## config.mk

```make
export PLATFORM = sky130hd
export DESIGN_NAME = rd_burst_serializer
export DESIGN_NICKNAME = d
export VERILOG_FILES = /design/src/rtl/rdser_pkg.sv /design/src/rtl/rdser_phase.sv /design/src/rtl/rdser_req_fsm.sv /design/src/rtl/rdser_out_fsm.sv /design/src/rtl/rd_burst_serializer.sv
export SDC_FILE = /design/constraint.sdc
export NUM_CORES = 1
export LEC_CHECK = 0
export ABC_AREA = 1
export ABC_CLOCK_PERIOD_IN_PS = 1700
export BUFFER_PORTS_ARGS = -buffer_cell sky130_fd_sc_hd__buf_4
export CAP_MARGIN = 30
export CORE_ASPECT_RATIO = 0.8
export CORE_UTILIZATION = 53
export DETAILED_ROUTE_END_ITERATION = 6
export HOLD_SLACK_MARGIN = 0.02
export PLACE_DENSITY = 0.81
export SLEW_MARGIN = 20
export SYNTH_ARGS = -nofsm -noshare
export SYNTH_HDL_FRONTEND = slang
export SYNTH_HIERARCHICAL = 1
export SYNTH_SLANG_ARGS = --single-unit
```

## constraint.sdc

```tcl
create_clock -name clk -period 1.7 [get_ports clk]
set_input_delay 0.17 -clock clk [delete_from_list [all_inputs] [get_ports clk]]
set_output_delay 0.17 -clock clk [all_outputs]
set_load 0.01 [all_outputs]
```

## src/rtl/rdser_pkg.sv

```systemverilog
package rdser_pkg;
    localparam int BURST_LEN = 4;

    typedef enum logic [1:0] {
        REQ_IDLE,
        REQ_ISSUE,
        REQ_HOLD,
        REQ_GAP
    } req_state_e;

    typedef enum logic [2:0] {
        OUT_OFF,
        OUT_B0,
        OUT_B1,
        OUT_B2,
        OUT_B3
    } out_state_e;
endpackage

```

## src/rtl/rdser_phase.sv

```systemverilog
module rdser_phase (
    input  logic clk,
    input  logic rst_n,
    output logic k_edge
);
    logic ph_q;

    // ph_q low means the coming edge is a positive input edge
    always_ff @(posedge clk or negedge rst_n) begin
        if (!rst_n) ph_q <= 1'b0;
        else        ph_q <= ~ph_q;
    end

    assign k_edge = ~ph_q;
endmodule

```

## src/rtl/rdser_req_fsm.sv

```systemverilog
module rdser_req_fsm
    import rdser_pkg::*;
#(
    parameter int ADDR_W = 18
) (
    input  logic              clk,
    input  logic              rst_n,
    input  logic              k_edge,
    input  logic              sel_n,
    input  logic [ADDR_W-1:0] addr,
    output logic              arr_re,
    output logic [ADDR_W-1:0] arr_addr,
    output logic              line_due
);
    req_state_e state_q, state_d;
    logic       accept;

    assign accept = k_edge && !sel_n && (state_q == REQ_IDLE);

    always_comb begin
        state_d = state_q;
        unique case (state_q)
            REQ_IDLE:  if (accept) state_d = REQ_ISSUE;
            REQ_ISSUE: state_d = REQ_HOLD;
            REQ_HOLD:  state_d = REQ_GAP;
            REQ_GAP:   state_d = REQ_IDLE;
            default:   state_d = REQ_IDLE;
        endcase
    end

    always_ff @(posedge clk or negedge rst_n) begin
        if (!rst_n) state_q <= REQ_IDLE;
        else        state_q <= state_d;
    end

    always_ff @(posedge clk or negedge rst_n) begin
        if (!rst_n)      arr_addr <= '0;
        else if (accept) arr_addr <= addr;
    end

    always_comb begin
        arr_re   = 1'b0;
        line_due = 1'b0;
        unique case (state_q)
            REQ_IDLE:  ;
            REQ_ISSUE: arr_re = 1'b1;
            REQ_HOLD:  line_due = 1'b1;
            REQ_GAP:   ;
            default:   ;
        endcase
    end
endmodule

```

## src/rtl/rdser_out_fsm.sv

```systemverilog
module rdser_out_fsm
    import rdser_pkg::*;
#(
    parameter int BEAT_W = 18,
    localparam int LINE_W = BEAT_W * BURST_LEN
) (
    input  logic              clk,
    input  logic              rst_n,
    input  logic              line_due,
    input  logic [LINE_W-1:0] line_in,
    output logic [BEAT_W-1:0] q,
    output logic              q_oe,
    output logic              q_valid
);
    out_state_e        state_q, state_d;
    logic [LINE_W-1:0] line_q;

    always_comb begin
        state_d = state_q;
        unique case (state_q)
            OUT_OFF: if (line_due) state_d = OUT_B0;
            OUT_B0:  state_d = OUT_B1;
            OUT_B1:  state_d = OUT_B2;
            OUT_B2:  state_d = OUT_B3;
            OUT_B3:  state_d = line_due ? OUT_B0 : OUT_OFF;
            default: state_d = OUT_OFF;
        endcase
    end

    always_ff @(posedge clk or negedge rst_n) begin
        if (!rst_n) state_q <= OUT_OFF;
        else        state_q <= state_d;
    end

    always_ff @(posedge clk or negedge rst_n) begin
        if (!rst_n)                 line_q <= '0;
        else if (state_d == OUT_B0) line_q <= line_in;
    end

    always_comb begin
        q       = '0;
        q_oe    = 1'b1;
        unique case (state_q)
            OUT_OFF: q_oe = 1'b0;
            OUT_B0:  q = line_q[0*BEAT_W +: BEAT_W];
            OUT_B1:  q = line_q[1*BEAT_W +: BEAT_W];
            OUT_B2:  q = line_q[2*BEAT_W +: BEAT_W];
            OUT_B3:  q = line_q[3*BEAT_W +: BEAT_W];
            default: q_oe = 1'b0;
        endcase
        q_valid = q_oe;
    end
endmodule

```

## src/rtl/rd_burst_serializer.sv

```systemverilog
module rd_burst_serializer
    import rdser_pkg::*;
#(
    parameter int ADDR_W = 18,
    parameter int BEAT_W = 18,
    localparam int LINE_W = BEAT_W * BURST_LEN
) (
    input  logic              clk,
    input  logic              rst_n,
    input  logic              rd_sel_n,
    input  logic [ADDR_W-1:0] rd_addr,
    output logic              arr_re,
    output logic [ADDR_W-1:0] arr_addr,
    input  logic [LINE_W-1:0] arr_rdata,
    output logic [BEAT_W-1:0] q,
    output logic              q_oe,
    output logic              q_valid
);
    logic k_edge;
    logic line_due;

    rdser_phase u_phase (
        .clk    (clk),
        .rst_n  (rst_n),
        .k_edge (k_edge)
    );

    rdser_req_fsm #(.ADDR_W(ADDR_W)) u_req (
        .clk      (clk),
        .rst_n    (rst_n),
        .k_edge   (k_edge),
        .sel_n    (rd_sel_n),
        .addr     (rd_addr),
        .arr_re   (arr_re),
        .arr_addr (arr_addr),
        .line_due (line_due)
    );

    rdser_out_fsm #(.BEAT_W(BEAT_W)) u_out (
        .clk      (clk),
        .rst_n    (rst_n),
        .line_due (line_due),
        .line_in  (arr_rdata),
        .q        (q),
        .q_oe     (q_oe),
        .q_valid  (q_valid)
    );
endmodule

```

==> flow_summary.json <==
{
  "clkPwrFrac_pct": 12.7,
  "final_nets": 839,
  "seqPwrFrac_pct": 32.5,
  "cts_buffers": 9,
  "dr.first_iter.drc_count": 541,
  "leakagePower_nw": 3.544,
  "worstSkewPairLatency_ns": 0.37,
  "post-route-period-util_pct": 107.1,
  "num_vias": 5005,
  "netlist_area_mm2": 0.004761,
  "worstHoldPathType": "in2reg",
  "placed_cell_area_mm2": 0.005837,
  "core_area_mm2": 0.008596,
  "path_class": "reg2out",
  "wl_um": 15130,
  "post-route-cell-area_mm2": 0.006584,
  "timing.fmax_mhz": 549.1,
  "drtPass1Iterations": 6,
  "crit_path_start_kind": "flop",
  "num-fill-cells": 548,
  "dieArea_mm2": 0.009368,
  "antenna_found_initial": 0,
  "worst_pin_slew_ns": 0.4605,
  "syn_to_final_growth_pct": 38.29,
  "peakVddDrop_v": 0.001100,
  "netSwitchingPower_mw": 5.536,
  "crit_fanout": 7,
  "gp_congestion": 0.8674,
  "grt_pass1_wl_um": 22250,
  "violations": "negative setup slack",
  "crit_required_ns": 1.53,
  "die_h_um": 86.77,
  "swShare_pct": 42.91,
  "slew_headroom_pct": 69.30,
  "period_minus_slack_ns": 1.821,
  "final_antenna_net_count": 0,
  "yosysWarnings": 6,
  "max-cap-violations": 0,
  "place_ws_ns": 0.2006,
  "clkSinkCount": 96,
  "avgSynthCellArea_um2": 7.869,
  "p_per_area_mw_per_mm2": 1960,
  "netlist_instances": 605,
  "power_mw": 12.90,
  "grt_pass1_vias": 4631,
  "ys_seq_elements": 96,
  "fin_cells": 857,
  "io_pins": 132,
  "htreeDepth": 3,
  "grt.overflow.total": 0,
  "grt_usage_pct": 30.97,
  "insertedDiodeCount": 0,
  "clkTransAtPathRegs_ns": 0.09,
  "place.detailed.hpwl_um": 8838,
  "die_w_um": 108.0,
  "synth_nets": 702,
  "tritoncts": "yes",
  "dp.cells": 823,
  "rows": 30,
  "cp_data_arrival_time_ns": 1.65,
  "hold-worst-slack_ns": 0.03151,
  "outcome": "complete, but fails checks",
  "ys_types": 19,
  "comb_power_share_pct": 54.9,
  "start_util_pct": 55.39,
  "fin_ws_ns": -0.1211,
  "vias_per_cell": 5.840,
  "hold_violations": 0,
  "r2r_slack_ns": 0.04,
  "skew_ns": 0.01223,
  "ys_seq_area_share_pct": 50.46,
  "finalSetupViolations": 20,
  "slew_viol_final": 0,
  "clockBufferDepth": 2,
  "rsz0062_at_grt": "true",
  "remaining_drc_errors": 0,
  "grt_max_degree": 50,
  "avgRoutedWirePerCell_um": 17.66,
  "root_buffer": "clkbuf_8",
  "layout-drive-gt1-share_pct": 33.56,
  "end_kind": "output pin",
  "power.internal_mw": 7.367,
  "port_buffers": 131
}
-- power by group through the flow --
| stage | Combinational (mW) | Sequential [mW] | Clock [mW] |
|---|---|---|---|
| finish | 7.08 | 4.19 | 1.63 |
| global route | 7.60 | 4.28 | 1.73 |
| CTS | 6.51 | 4.08 | 1.64 |
| detailed placement | 5.38 | 4.10 | 0 |
| global placement | 5.17 | 4.08 | 0 |
| floorplan | 3.44 | 3.96 | 0 |
-- registers in the layout (all words and copies together), names as in the netlist --
signal,count
u_phase/ph_q,1
u_req/arr_addr,18
u_out/line_q,72
u_out/state_q,3
u_req/state_q,2
-- Yosys cell counts --
master    instances  share of area (%)
buf_1             3               0.24
nand4_1          57                7.5
clkbuf_1         14                1.1
inv_2             3               0.24
clkinv_1          4               0.32
buf_2            12                1.3
nand2_1         228                 18
nor2_4            2               0.47
nor2_1           15                1.2
or2_2             1               0.13
a21oi_1           7               0.74
buf_4            14                2.2
inv_1            40                3.2
nand3_4           1               0.37
buf_6             5                1.2
dfrtp_1          96                 50
ha_1              4                1.1
nand2_2           1               0.13
nand3_1          98                 10
-- final cells by class --
type / count / area (µm²) / share of cell area [%]
sequential: 96 / 2405 / 36.53
inverter: 47 / 186.4 / 2.832
clock buffer: 11 / 141.4 / 2.147
clock inverter: 3 / 67.56 / 1.026
timing repair buffer: 173 / 1551 / 23.57
multi-input combinational: 415 / 2092 / 31.78
tap: 112 / 140.1 / 2.128
-- layer usage --
metal	GRT usage, %	vias up	share of wire, %
li1	-	2237	-
met1	40.60	2368	38
met2	49.68	340	48
met3	7.293	60	11
met4	12.70	0	3.3
met5	0	-	0
-- metrics by stage --
stage | setup TNS, ns | utilization, %
2_1_floorplan | 0 | -
3_3_place_gp | 0 | 67.90
3_5_place_dp | 0 | 67.90
4_1_cts | -0.5236 | 74.83
5_1_grt | -2.443 | 76.59
6_report | -1.562 | 76.59
-- logic make-up after synthesis --
kind of cell / synth area share (%)
and+or+nand+nor: 38.06
DFF: 50.46
buffers and inverters: 9.697
AOI/OAI and AO/OA: 0.7358
adders and majority gates: 1.051
-- repair_timing --
| item | in CTS | in global routing |
|---|---|---|
| hold endpoints to repair | 28 | 0 |
| resized for setup | 50 | 44 |
| endpoints found under the setup margin | 20 | 31 |
| gates cloned | 4 | 1 |
| pin swaps | 18 | 18 |
| hold buffers | 1 | 0 |
| setup buffers | 13 | 1 |
-- worst max-delay path, cell delays in order, from the launching register on --
cell and delay (ns):
dfrtp_2 0.47, inv_2 0.14, clkbuf_4 0.23, nand3_1 0.13
nand2_1 0.09, inv_1 0.04, nand2_1 0.07, buf_6 0.10
-- worst paths after layout --
kind / to / start / depth (start not counted)
worst max-delay path: q[8] / u_out/state_q[1] / 7
worst min-delay path: u_out/line_q[33] / arr_rdata[33] / 3
worst max register to register: u_out/line_q[5] / u_out/state_q[1] / 9
worst min register to register: u_out/line_q[12] / u_out/line_q[12] / 2
max in group asynchronous: u_out/line_q[21] / rst_n / 3
min in group asynchronous: u_out/line_q[31] / rst_n / 2
-- cell usage in the layout, fill, tap and decap left out, drive strengths merged --
| master | netlist | final |
|---|---|---|
| or2 | 1 | 1 |
| nand3 | 99 | 99 |
| bufinv | 0 | 2 |
| nand4 | 57 | 57 |
| clkinvlp | 0 | 1 |
| bufbuf | 0 | 2 |
| nand2 | 229 | 229 |
| a21oi | 7 | 7 |
| dfrtp | 96 | 96 |
| dlygate4sd3 | 0 | 1 |
| clkbuf | 14 | 12 |
| inv | 43 | 45 |
| buf | 34 | 169 |
| nor2 | 17 | 18 |
| ha | 4 | 4 |
| clkinv | 4 | 2 |
No activity file was read; power rests on OpenSTA's default activity.
